**src/rtl/steer_pkg.sv**
```systemverilog
package steer_pkg;
    typedef enum logic [1:0] {
        PH_IDLE = 2'd0,
        PH_SEL  = 2'd1,
        PH_FWD  = 2'd2
    } phase_t;

    typedef struct packed {
        logic ld_n;
        logic dat;
        logic sck;
    } host_pins_t;

    function automatic logic rose(input logic now, input logic prev);
        return now & ~prev;
    endfunction
endpackage

```
**src/rtl/steer_sync.sv**
```systemverilog
module steer_sync #(
    parameter int W = 3,
    parameter int STAGES = 2,
    parameter logic [W-1:0] RST_VAL = '0
) (
    input  logic         clk,
    input  logic         rst,
    input  logic [W-1:0] d,
    output logic [W-1:0] q
);
    logic [W-1:0] pipe [STAGES];

    always_ff @(posedge clk) begin
        if (rst) begin
            for (int i = 0; i < STAGES; i++) pipe[i] <= RST_VAL;
        end else begin
            pipe[0] <= d;
            for (int i = 1; i < STAGES; i++) pipe[i] <= pipe[i-1];
        end
    end

    assign q = pipe[STAGES-1];
endmodule

```
**src/rtl/steer_fsm.sv**
```systemverilog
module steer_fsm
    import steer_pkg::*;
#(
    parameter int SEL_W = 3
) (
    input  logic             clk,
    input  logic             rst,
    input  logic             ld_s,
    input  logic             dat_s,
    input  logic             sck_rise,
    output phase_t           phase,
    output logic [SEL_W-1:0] code,
    output logic             fwd_rise
);
    localparam int CNT_W = $clog2(SEL_W + 1);

    logic [CNT_W-1:0] cnt;

    always_ff @(posedge clk) begin
        if (rst) begin
            phase <= PH_IDLE;
            cnt   <= '0;
            code  <= '0;
        end else begin
            case (phase)
                PH_IDLE: begin
                    if (!ld_s) begin
                        phase <= PH_SEL;
                        cnt   <= '0;
                    end
                end
                PH_SEL: begin
                    if (ld_s) begin
                        phase <= PH_IDLE;
                    end else if (sck_rise) begin
                        code <= {code[SEL_W-2:0], dat_s};
                        if (cnt == CNT_W'(SEL_W - 1)) phase <= PH_FWD;
                        else cnt <= cnt + 1'b1;
                    end
                end
                PH_FWD: begin
                    if (ld_s) phase <= PH_IDLE;
                end
                default: phase <= PH_IDLE;
            endcase
        end
    end

    assign fwd_rise = sck_rise && (phase == PH_FWD);

    // the code phase never counts past its field width
    assert_sel_count_R2: assert property (@(posedge clk) disable iff (rst)
        (phase == PH_SEL) |-> (cnt < CNT_W'(SEL_W)));

    // a high strobe always returns the sequencer to idle
    assert_strobe_idle_R7: assert property (@(posedge clk) disable iff (rst)
        ld_s |=> (phase == PH_IDLE));
endmodule

```
**src/rtl/steer_route.sv**
```systemverilog
module steer_route
    import steer_pkg::*;
#(
    parameter int SEL_W = 3,
    parameter int LOCAL_W = 16,
    localparam int N_EXT = (1 << SEL_W) - 1
) (
    input  logic               clk,
    input  logic               rst,
    input  logic               ld_s,
    input  phase_t             phase,
    input  logic [SEL_W-1:0]   code,
    input  logic               fwd_rise,
    input  logic               sck_s,
    input  logic               dat_s,
    output logic [N_EXT-1:0]   tgt_ld_n,
    output logic               out_sck,
    output logic               out_dat,
    output logic [LOCAL_W-1:0] local_word
);
    logic   ext_sel;
    logic   armed;
    logic   entry;
    phase_t phase_d;

    assign ext_sel = (phase == PH_FWD) && (code != '0);
    assign entry   = (phase == PH_FWD) && (phase_d != PH_FWD);

    for (genvar g = 0; g < N_EXT; g++) begin : g_ld
        assign tgt_ld_n[g] = !(ext_sel && (code == SEL_W'(g + 1)));
    end

    always_ff @(posedge clk) begin
        if (rst) phase_d <= PH_IDLE;
        else     phase_d <= phase;
    end

    // Forwarded clock is enabled only after host clock is seen low in
    // the forwarding phase, so the last code edge is never replayed.
    always_ff @(posedge clk) begin
        if (rst || phase != PH_FWD) armed <= 1'b0;
        else if (!sck_s)            armed <= 1'b1;
    end

    assign out_sck = ext_sel & armed & sck_s;
    assign out_dat = ext_sel & dat_s;

    always_ff @(posedge clk) begin
        if (rst)                                local_word <= '0;
        else if (entry && code == '0)           local_word <= '0;
        else if (fwd_rise && code == '0)        local_word <= {local_word[LOCAL_W-2:0], dat_s};
    end

    // never more than one slave selected
    assert_one_load_R3: assert property (@(posedge clk) disable iff (rst)
        $onehot0(~tgt_ld_n));

    // no forwarded clock while no slave is selected
    assert_clk_idle_R4: assert property (@(posedge clk) disable iff (rst)
        (&tgt_ld_n) |-> !out_sck);

    // strobe high is followed by all load lines released
    assert_release_R7: assert property (@(posedge clk) disable iff (rst)
        ld_s |=> (&tgt_ld_n));

    // the local word moves only on a local bit or a local frame start
    assert_local_hold_R6: assert property (@(posedge clk) disable iff (rst)
        (!fwd_rise && !entry) |=> $stable(local_word));
endmodule

```
**src/rtl/serial_steer.sv**
```systemverilog
module serial_steer
    import steer_pkg::*;
#(
    parameter int SEL_W = 3,
    parameter int LOCAL_W = 16,
    parameter int SYNC_STAGES = 2,
    localparam int N_EXT = (1 << SEL_W) - 1
) (
    input  logic               clk,
    input  logic               rst,
    input  logic               host_ld_n,
    input  logic               host_dat,
    input  logic               host_sck,
    output logic [N_EXT-1:0]   tgt_ld_n,
    output logic               fwd_sck,
    output logic               fwd_dat,
    output logic [LOCAL_W-1:0] local_word
);
    localparam int PW = $bits(host_pins_t);
    localparam host_pins_t PIN_IDLE = '{ld_n: 1'b1, dat: 1'b0, sck: 1'b0};

    host_pins_t raw, syn;
    logic       sck_d;
    logic       sck_rise;
    logic       fwd_rise;
    phase_t     phase;
    logic [SEL_W-1:0] code;

    assign raw = '{ld_n: host_ld_n, dat: host_dat, sck: host_sck};

    steer_sync #(.W(PW), .STAGES(SYNC_STAGES), .RST_VAL(PIN_IDLE)) u_sync (
        .clk (clk),
        .rst (rst),
        .d   (raw),
        .q   (syn)
    );

    always_ff @(posedge clk) begin
        if (rst) sck_d <= 1'b0;
        else     sck_d <= syn.sck;
    end

    assign sck_rise = rose(syn.sck, sck_d);

    steer_fsm #(.SEL_W(SEL_W)) u_fsm (
        .clk      (clk),
        .rst      (rst),
        .ld_s     (syn.ld_n),
        .dat_s    (syn.dat),
        .sck_rise (sck_rise),
        .phase    (phase),
        .code     (code),
        .fwd_rise (fwd_rise)
    );

    steer_route #(.SEL_W(SEL_W), .LOCAL_W(LOCAL_W)) u_route (
        .clk        (clk),
        .rst        (rst),
        .ld_s       (syn.ld_n),
        .phase      (phase),
        .code       (code),
        .fwd_rise   (fwd_rise),
        .sck_s      (syn.sck),
        .dat_s      (syn.dat),
        .tgt_ld_n   (tgt_ld_n),
        .out_sck    (fwd_sck),
        .out_dat    (fwd_dat),
        .local_word (local_word)
    );
endmodule

```
**config.mk**
```make
export PLATFORM = sky130hd
export DESIGN_NAME = serial_steer
export DESIGN_NICKNAME = d
export VERILOG_FILES = /design/src/rtl/steer_pkg.sv /design/src/rtl/steer_sync.sv /design/src/rtl/steer_fsm.sv /design/src/rtl/steer_route.sv /design/src/rtl/serial_steer.sv
export SDC_FILE = /design/constraint.sdc
export NUM_CORES = 1
export LEC_CHECK = 0
export BUFFER_PORTS_ARGS = -buffer_cell sky130_fd_sc_hd__buf_2
export CAP_MARGIN = 30
export CORE_ASPECT_RATIO = 0.9
export CORE_UTILIZATION = 47
export DETAILED_ROUTE_END_ITERATION = 8
export HOLD_SLACK_MARGIN = 0.12
export PLACE_DENSITY = 0.81
export SETUP_SLACK_MARGIN = 0.2
export SLEW_MARGIN = 20
export SYNTH_ARGS = -nofsm -noshare
export SYNTH_HDL_FRONTEND = slang
export SYNTH_SLANG_ARGS = --single-unit
```
**constraint.sdc**
```tcl
create_clock -name clk -period 1.6 [get_ports clk]
set_input_delay 0.08 -clock clk [delete_from_list [all_inputs] [get_ports clk]]
set_output_delay 0.08 -clock clk [all_outputs]
set_load 0.01 [all_outputs]
```
==> impl_metrics.yaml, run 1 <==
timing:
  period_needed_ns: 1.488
  final_max_slew_viol_count: 0
  hold_viol_final: 0
  tns_ns: 0
  rsz0062_at_grt: "true"
  hold-worst-slack_ns: 0.4142
  post-route-period-util_pct: 93.03
  max_freq_ghz: 0.6718
  finClkSkew_ns: 0.01171
  finalSetupViolCount: 0
  worstMarginPinSlew_ns: 0.3345
  max_slew_margin_pct: 77.62
synthesis:
  syn_area_mm2: 0.001314
  synth_common_cells: "dfxtp_1 (33), inv_1 (14), nand2b_1 (12)"
  synth_fp_nets: 149
  ys_types: 33
  synth_edf_count: 0
  synth_area_per_cell_um2: 9.187
  yosys_warnings: 0
  synth.ff_latch_count: 33
  post-synth-top-count-cell: "dfxtp_1"
  synthFlopType: "dfxtp_1"
  netlist_instances: 143
  yosys.area.top_type: "dfxtp_1"
  netlist.area_leader.share_pct: 50.29
  synth_area_leaders: "dfxtp_1 (50%), nand2b_1 (5.7%), o22ai_1 (4.3%), inv_1 (4.0%), o31ai_1 (4.0%)"
  synthArstFlopShare_pct: 0
  ys_seq_area_share_pct: 50.29
worst_setup_path:
  cp.required_ns: 1.88
  cp.arrival_ns: 1.76
  startpoint_type: "flop"
  path_class: "reg2reg"
  worst-path-max-fanout: 2
  crit_path_end_kind: "flop"
power_and_ir_drop:
  p_leak_nw: 0.6901
  power_density_mw_per_mm2: 770.6
  p_total_mw: 1.357
  vdd_drop_max_mv: 0.5133
clock_network:
  cts_root_buf: "clkbuf_4"
  clk_path_buf_depth: 2
  cts_max_level: 2
  clock_latency_ns: 0.34
  cts_buffers: 5
  cts.sinks: 33
  cts_tree: "done"
  path_clk_slew_ns: 0.10
floorplanning:
  io_pins: 30
  core_area_mm2: 0.002552
  start_util_pct: 51.47
  fp.dieW_um: 57.73
  die_h_um: 52.16
  row_count: 17
  die_area_mm2: 0.003011
detailed_routing:
  drt_first_pass_iters: 6
  wire_per_inst_um: 14.71
  vias: 1225
  first_iter_violations: 71
  antenna_left: 0
  postRouteWirelength_um: 3221
  drc: 5
  routed_via_density: 5.594
run_status:
  outcome: "finished, violations left"
  violations: "DRC"
global_route:
  grt_pass1_wl_um: 4974
  grt_pass1_vias: 1113
  overflow: 0
  grt_max_degree: 26
  globalRouteTotalUtil_pct: 22.44
  antenna_found_initial: 0
placed_design:
  hpwl_um: 1994
  place.gp.congestion: 0.8712
  io_buffer_count: 29
run:
  drv_cap: 0
final_layout:
  drive_gt1_share_pct: 37.17
  nets: 197
  area_growth_pct: 34.00
  n_antenna_cell: 0
worst_hold_path:
  hold_class: "reg2reg"
-- final timing paths --
check / startpoint / endpoint / slack, ns / depth (start not counted)
hold reg to reg: u_sync.pipe[0][2]$_SDFF_PP1_ / u_sync.pipe[0][5]$_SDFF_PP1_ / 0.41 / 1
hold / removal: u_sync.pipe[0][2]$_SDFF_PP1_ / u_sync.pipe[0][5]$_SDFF_PP1_ / 0.41 / 1
setup reg to reg: u_fsm.cnt[0]$_SDFFE_PP0P_ / u_fsm.cnt[1]$_SDFFE_PP0P_ / 0.11 / 5
setup / recovery: u_fsm.cnt[0]$_SDFFE_PP0P_ / u_fsm.cnt[1]$_SDFFE_PP0P_ / 0.11 / 5
-- through the flow --
| step | instances | util (%) | setup WS, ns | area (um^2) |
|---|---|---|---|---|
| after floorplan | 143 | - | 0.1731 | 1318 |
| after global placement | 199 | 59.26 | 0.1591 | 1513 |
| after detailed placement | 199 | 59.26 | 0.09359 | 1513 |
| after CTS | 214 | 65.20 | 0.1373 | 1664 |
| after global routing | 219 | 68.97 | 0.07888 | 1760 |
| final | 219 | 68.97 | 0.1115 | 1760 |
-- kinds of logic after synthesis --
logic type / Yosys count / synth area share (%)
AND/OR/NAND/NOR: 58 / 27.24
flip-flops: 33 / 50.29
multiplexers: 1 / 0.7619
AO/OA/AOI/OAI: 29 / 14.48
adder cells (fa/ha/maj): 1 / 0.9522
buffers and inverters: 21 / 6.285
-- final cells by class --
type	count	area, um^2
Sequential cell	33	671.9
Multi-Input combinational cell	89	644.4
Clock buffer	7	55.05
Timing Repair Buffer	48	301.5
Tap cell	28	35.03
Inverter	14	52.55
Fill cell	195	792.0
-- timing repair --
action                     4_1_cts  5_1_grt
buffers inserted                 4        5
resized for setup                7       13
hold endpoints to repair         8        0
hold buffers                     4        0
pin swaps                        1        1
setup endpoints to repair       17       25
-- registers in the layout, indices dropped and copies added, names as in the netlist --
| signal | cells |
|---|---|
| u_route.local_word | 16 |
| u_sync.pipe | 6 |
| u_fsm.code | 3 |
| u_fsm.cnt | 2 |
| u_fsm.phase | 2 |
| u_route.phase_d | 2 |
| sck_d | 1 |
| u_route.armed | 1 |
-- routing by layer --
metal	wire (um)	part of all wire (%)	up-vias	global-route usage [%]
met5	0	0	-	0
met4	75	2.3	0	10.32
met3	163	5.1	12	7.214
met2	1546	48	30	38.18
met1	1436	45	583	25.78
li1	-	-	600	-
-- cell usage in the layout, fill, tap and decap left out, types with 2 or more instances in the layout --
cell	n
clkbuf_4	5
nor2_1	3
dlygate4sd3_1	4
o31ai_1	7
or2_2	3
buf_4	14
nor3_1	3
dfxtp_2	3
a21oi_1	4
o22ai_1	9
nand4_1	8
inv_1	13
dfxtp_1	28
nand3_1	7
dfxtp_4	2
buf_2	29
nand2_1	3
nor2b_1	7
o21ai_0	3
nand2b_1	11
-- power by group --
group	switching, mW	internal, mW	leakage (nW)	total, mW
Combinational	0.0227	0.0273	0.388	0.0499
Sequential	0.00869	0.827	0.270	0.835
Clock	0.264	0.207	0.0314	0.472
-- critical path: stages (launching register included) --
cell and delay, ns:
dfxtp_2 0.35, inv_2 0.05, ha_4 0.15, or3b_4 0.39
or4_1 0.40, o21ai_1 0.09
Power figures use the tool's default switching activity.
==> run 2, diff against run 1 <==
--- a/config.mk
+++ b/config.mk
@@ -7,10 +7,11 @@
 export LEC_CHECK = 0
 export BUFFER_PORTS_ARGS = -buffer_cell sky130_fd_sc_hd__buf_2
 export CAP_MARGIN = 30
-export CORE_ASPECT_RATIO = 0.9
+export CORE_ASPECT_RATIO = 1.5
 export CORE_UTILIZATION = 47
 export DETAILED_ROUTE_END_ITERATION = 8
 export HOLD_SLACK_MARGIN = 0.12
+export MAX_ROUTING_LAYER = met4
 export PLACE_DENSITY = 0.81
 export SETUP_SLACK_MARGIN = 0.2
 export SLEW_MARGIN = 20
==> run 2 against run 1 <==
Effect of this change: the run still ends with DRC left; clock-buffer cell count stayed put; combinational power down 11%; largest power group unchanged; global-route usage up 0.060 points; core utilization is 5.6 points lower; flip-flop and latch count did not move; largest cell class unchanged; total power up 15%; worst setup slack got worse by 0.0041 ns; sequential power increased by 0.5%; worst hold slack got worse by 0.26 ns; register-to-register slack about the same.
==> impl_metrics.yaml, run 2 (same netlist as run 1, synthesis figures left out) <==
run_status:
  outcome: "finished, violations left"
  violations: "DRC"
final_layout:
  drive_gt1_share_pct: 33.70
  largest_register_ffs: 16
  nets: 186
  multi_input_area_um2: 609.3
  n_antenna_cell: 0
  reg.largest.list: "u_route.local_word (16), u_sync.pipe (6), u_fsm.code (3)"
  top_register: "u_route.local_word"
  n_fill_cell: 232
  seq_area_um2: 669.4
  area_growth_pct: 29.05
  final_common_cell: "buf_2"
  layout_common_cells: "buf_2 (29), dfxtp_1 (26), inv_1 (14), nand2b_1 (12), o22ai_1 (9)"
  post-route-util_pct: 63.35
timing:
  finalSetupViolCount: 0
  tns_ns: 0
  period_needed_ns: 1.493
  max_slew_margin_pct: 79.88
  rsz0062_at_grt: "true"
  worstMarginPinSlew_ns: 0.3014
  hold_viol_final: 0
  post-route-period-util_pct: 93.28
  max_freq_ghz: 0.6700
  final_max_slew_viol_count: 0
  finClkSkew_ns: 0.007298
worst_setup_path:
  startpoint_type: "flop"
  crit_path_end_kind: "flop"
  cp.required_ns: 1.82
  path_class: "reg2reg"
  worst-path-max-fanout: 3
  cp.arrival_ns: 1.71
global_route:
  grt_max_degree: 22
  grt-busiest-layer: "met2"
  grt_util_met3_pct: 7.317
  grt_use_met2_pct: 37.86
  grt_use_met1_pct: 23.61
  overflow: 0
  globalRouteTotalUtil_pct: 22.50
  grt_pass1_vias: 1081
  grt_pass1_wl_um: 4726
  antenna_found_initial: 0
run:
  drv_cap: 0
floorplanning:
  core_area_mm2: 0.002676
  io_pins: 30
  row_count: 23
  die_area_mm2: 0.003015
  fp.dieW_um: 45.17
  start_util_pct: 49.09
  die_h_um: 66.75
worst_hold_path:
  hold_class: "in2reg"
placed_design:
  place.gp.congestion: 0.7434
  hpwl_um: 2003
  io_buffer_count: 29
clock_network:
  cts_buffers: 5
  cts_root_buf: "clkbuf_8"
  clk_path_buf_depth: 2
  path_clk_slew_ns: 0.06
  cts_tree: "done"
  clock_latency_ns: 0.29
  cts_max_level: 2
  cts.sinks: 33
detailed_routing:
  first_iter_violations: 35
  drc: 2
  antenna_left: 0
  routed_via_density: 5.518
  postRouteWirelength_um: 3084
  drt_first_pass_iters: 6
  vias: 1203
  wire_per_inst_um: 14.15
power_and_ir_drop:
  vdd_drop_max_mv: 0.6475
  power_density_mw_per_mm2: 917.9
  p_leak_nw: 0.6577
-- run 2: repair_timing --
action,4_1_cts,5_1_grt
hold endpoints to repair,3,0
gates resized for setup,4,10
hold buffers,3,0
pin swaps,0,0
buffers inserted,1,0
setup endpoints to repair,7,27
-- run 2: layout make-up --
class	count	area share, %
timing repair buffer	37	12.77
sequential	33	39.48
clock inverter	1	0.2952
clock buffer	7	5.683
inverter	14	3.100
tap	37	2.731
multi-input combinational	89	35.94
-- run 2: where the power goes --
part | switching [mW] | leakage, nW | internal (mW) | total, mW
Sequential | 0.00789 | 0.271 | 0.831 | 0.839
Combinational | 0.0211 | 0.333 | 0.0234 | 0.0445
Clock | 0.285 | 0.0542 | 0.388 | 0.673
Total | 0.314 | 0.658 | 1.24 | 1.56
-- run 2: path summary, 6_finish.rpt --
path / start / to / slack, ns / cells after the start
setup / recovery: u_fsm.cnt[0]$_SDFFE_PP0P_ / u_fsm.cnt[1]$_SDFFE_PP0P_ / 0.11 / 5
hold / removal: rst / u_fsm.code[1]$_SDFFE_PP0P_ / 0.16 / 2
hold reg to reg: u_sync.pipe[0][2]$_SDFF_PP1_ / u_sync.pipe[0][5]$_SDFF_PP1_ / 0.42 / 1
setup reg to reg: u_fsm.cnt[0]$_SDFFE_PP0P_ / u_fsm.cnt[1]$_SDFFE_PP0P_ / 0.11 / 5
-- run 2: worst max-delay path, cell delays in order, from the launching register on --
cell and delay [ns]:
dfxtp_2 0.32, inv_1 0.06, ha_2 0.18, or3b_4 0.38
or4_1 0.40, o21ai_1 0.09
-- run 2: stage by stage --
stage	area (um^2)	setup WS, ns	power [mW]	cells	hold slack, ns
floorplan	1318	0.1731	0.8792	143	0.1838
global placement	1509	0.1588	0.8902	206	0.2634
detailed placement	1509	0.09405	0.8935	206	0.2657
CTS	1657	0.1085	1.565	218	0.1248
global route	1695	0.01006	1.613	218	0.1728
finish	1695	0.1075	1.556	218	0.1553
-- run 2: metal layers --
metal  up-vias  share of wire [%]
li1        579                  -
met1       576                 41
met2        43                 53
met3         5                4.4
met4         0                1.6
met5         -                  0
==> run 3, diff against run 2 <==
--- a/config.mk
+++ b/config.mk
@@ -8,11 +8,12 @@
 export BUFFER_PORTS_ARGS = -buffer_cell sky130_fd_sc_hd__buf_2
 export CAP_MARGIN = 30
 export CORE_ASPECT_RATIO = 1.5
-export CORE_UTILIZATION = 47
+export CORE_UTILIZATION = 49
+export CTS_BUF_LIST = sky130_fd_sc_hd__clkbuf_8
 export DETAILED_ROUTE_END_ITERATION = 8
 export HOLD_SLACK_MARGIN = 0.12
 export MAX_ROUTING_LAYER = met4
-export PLACE_DENSITY = 0.81
+export PLACE_DENSITY = 0.83
 export SETUP_SLACK_MARGIN = 0.2
 export SLEW_MARGIN = 20
 export SYNTH_ARGS = -nofsm -noshare
==> run 3 against run 2 <==
Effect of this change: the run now ends clean; first-iteration DRC count rose by 34%; total power fell by 5.0%; flip-flop and latch count did not move; worst setup slack improved by 0.042 ns; combinational power rose by 16%; cell count rose by 2.8%; core utilization rose by 6.1 points; critical path type unchanged; critical endpoint unchanged; largest cell class unchanged.
==> impl_metrics.yaml, run 3 (same netlist as run 1, synthesis figures left out) <==
worst_setup_path:
  worst-path-max-fanout: 2
  crit_path_end_kind: "flop"
  critPathTopFamily: "simple AND/OR/NAND/NOR gates"
  startpoint_type: "flop"
  cp.required_ns: 1.82
  critPathMaxStageDelay_ns: 0.39
  path_buf_inv: 1
  crit_path_top_delay_cell: "or3b_4"
  cp_cell_sequence: "inv_2, ha_4, or3b_4, or4_1, o21ai_1"
  path_class: "reg2reg"
  cp.arrival_ns: 1.67
final_layout:
  layout_common_cells: "buf_2 (29), dfxtp_1 (29), inv_1 (14), nand2b_1 (12)"
  post-route-cell-area_mm2: 0.001739
  n_fill_cell: 193
  n_antenna_cell: 0
  reg.largest.list: "u_route.local_word (16), u_sync.pipe (6), u_fsm.code (3)"
  drive_gt1_share_pct: 34.57
  area_growth_pct: 32.38
  largest_register_ffs: 16
  nets: 193
  seq_area_um2: 665.6
  top_register: "u_route.local_word"
  multi_input_area_um2: 619.3
global_route:
  grt_pass1_wl_um: 4678
  overflow: 0
  grt_pass1_vias: 1187
  grt_use_met2_pct: 40.44
  grt_use_met1_pct: 20.70
  grt_max_degree: 25
  globalRouteTotalUtil_pct: 22.50
  grt_util_met3_pct: 7.692
  antenna_found_initial: 0
  grt-busiest-layer: "met2"
clock_network:
  path_clk_slew_ns: 0.07
  cts_root_buf: "clkbuf_8"
  cts_buffers: 5
  clock_latency_ns: 0.29
  clk_path_buf_depth: 2
  cts.sinks: 33
  cts_tree: "done"
  cts_max_level: 2
detailed_routing:
  first_iter_violations: 47
  postRouteWirelength_um: 3094
  vias: 1209
  antenna_left: 0
  wire_per_inst_um: 13.81
  drt_first_pass_iters: 4
  drc: 0
  routed_via_density: 5.397
floorplanning:
  fp.dieW_um: 44.28
  row_count: 22
  core_area_mm2: 0.002505
  die_area_mm2: 0.002896
  die_h_um: 65.42
  io_pins: 30
  start_util_pct: 52.45
worst_hold_path:
  hold_class: "in2reg"
power_and_ir_drop:
  vdd_drop_max_mv: 0.8215
  power_density_mw_per_mm2: 850.4
  p_leak_nw: 0.6797
timing:
  period_needed_ns: 1.450
  finClkSkew_ns: 0.008294
  finalSetupViolCount: 0
  max_freq_ghz: 0.6895
  tns_ns: 0
  final_max_slew_viol_count: 0
  post-route-period-util_pct: 90.65
  max_slew_margin_pct: 74.59
  rsz0062_at_grt: "true"
  worstMarginPinSlew_ns: 0.3794
  hold_viol_final: 0
placed_design:
  placed_area_mm2: 0.001515
  hpwl_um: 1971
  io_buffer_count: 29
  place.gp.congestion: 0.7501
run_status:
  outcome: "finished, final reports clean"
run:
  drv_cap: 0
-- run 3: changes by cell type in the layout (fill, tap and decap cells not counted), sizes merged --
cell / change
clkbuf: -2
dlygate4sd3: +2
buf: +5
clkinv: +1
inv: +1
-- run 3: tightest hold or removal path, delay by kind of cell --
family / cells / cell delay, ns
buffers and inverters: 1 / 0.13
AND/OR/NAND/NOR: 1 / 0.11
AO/OA/AOI/OAI: 1 / 0.06
-- run 3: layer usage --
metal,vias up,part of all wire [%]
met3,7,5.0
met2,44,53
met5,-,0
li1,593,-
met1,565,40
met4,0,1.8
-- run 3: metrics by stage --
stage	hold slack, ns	util [%]	setup WS [ns]	instances	power [mW]
2_1_floorplan	0.1838	-	0.1731	143	0.8792
5_1_grt	0.1566	69.43	0.09388	224	1.545
6_report	0.1441	69.43	0.1496	224	1.479
4_1_cts	0.1448	66.78	0.1416	222	1.485
3_5_place_dp	0.2644	60.49	0.1085	206	0.8922
3_3_place_gp	0.2630	60.49	0.1603	206	0.8895
-- run 3: where the power goes --
| group | internal [mW] | switching (mW) | leakage [nW] |
|---|---|---|---|
| Combinational | 0.0290 | 0.0224 | 0.361 |
| Clock | 0.294 | 0.296 | 0.0491 |
| Sequential | 0.830 | 0.00730 | 0.269 |
| Total | 1.15 | 0.325 | 0.680 |
-- run 3: final cells by class --
cell class	count	area share [%]
Sequential cell	33	38.27
Multi-Input combinational cell	89	35.61
Timing Repair Buffer	44	15.76
Clock buffer	5	3.957
Inverter	14	3.022
Tap cell	36	2.590
Clock inverter	3	0.7914
-- run 3: final timing paths --
path                                      from                      endpoint  slack, ns  cells past startpoint
hold reg to reg   u_sync.pipe[0][2]$_SDFF_PP1_  u_sync.pipe[0][5]$_SDFF_PP1_       0.41                      1
setup / recovery     u_fsm.cnt[0]$_SDFFE_PP0P_     u_fsm.cnt[1]$_SDFFE_PP0P_       0.15                      5
setup reg to reg     u_fsm.cnt[0]$_SDFFE_PP0P_     u_fsm.cnt[1]$_SDFFE_PP0P_       0.15                      5
hold / removal                             rst     u_fsm.cnt[1]$_SDFFE_PP0P_       0.14                      3
-- run 3: what timing repair did --
item,in CTS,in global routing
gates cloned,0,0
hold buffers,5,0
pin swaps,1,1
setup endpoints to repair,4,25
resized for setup,2,11
setup buffers,3,2
endpoints found under the hold margin,7,0
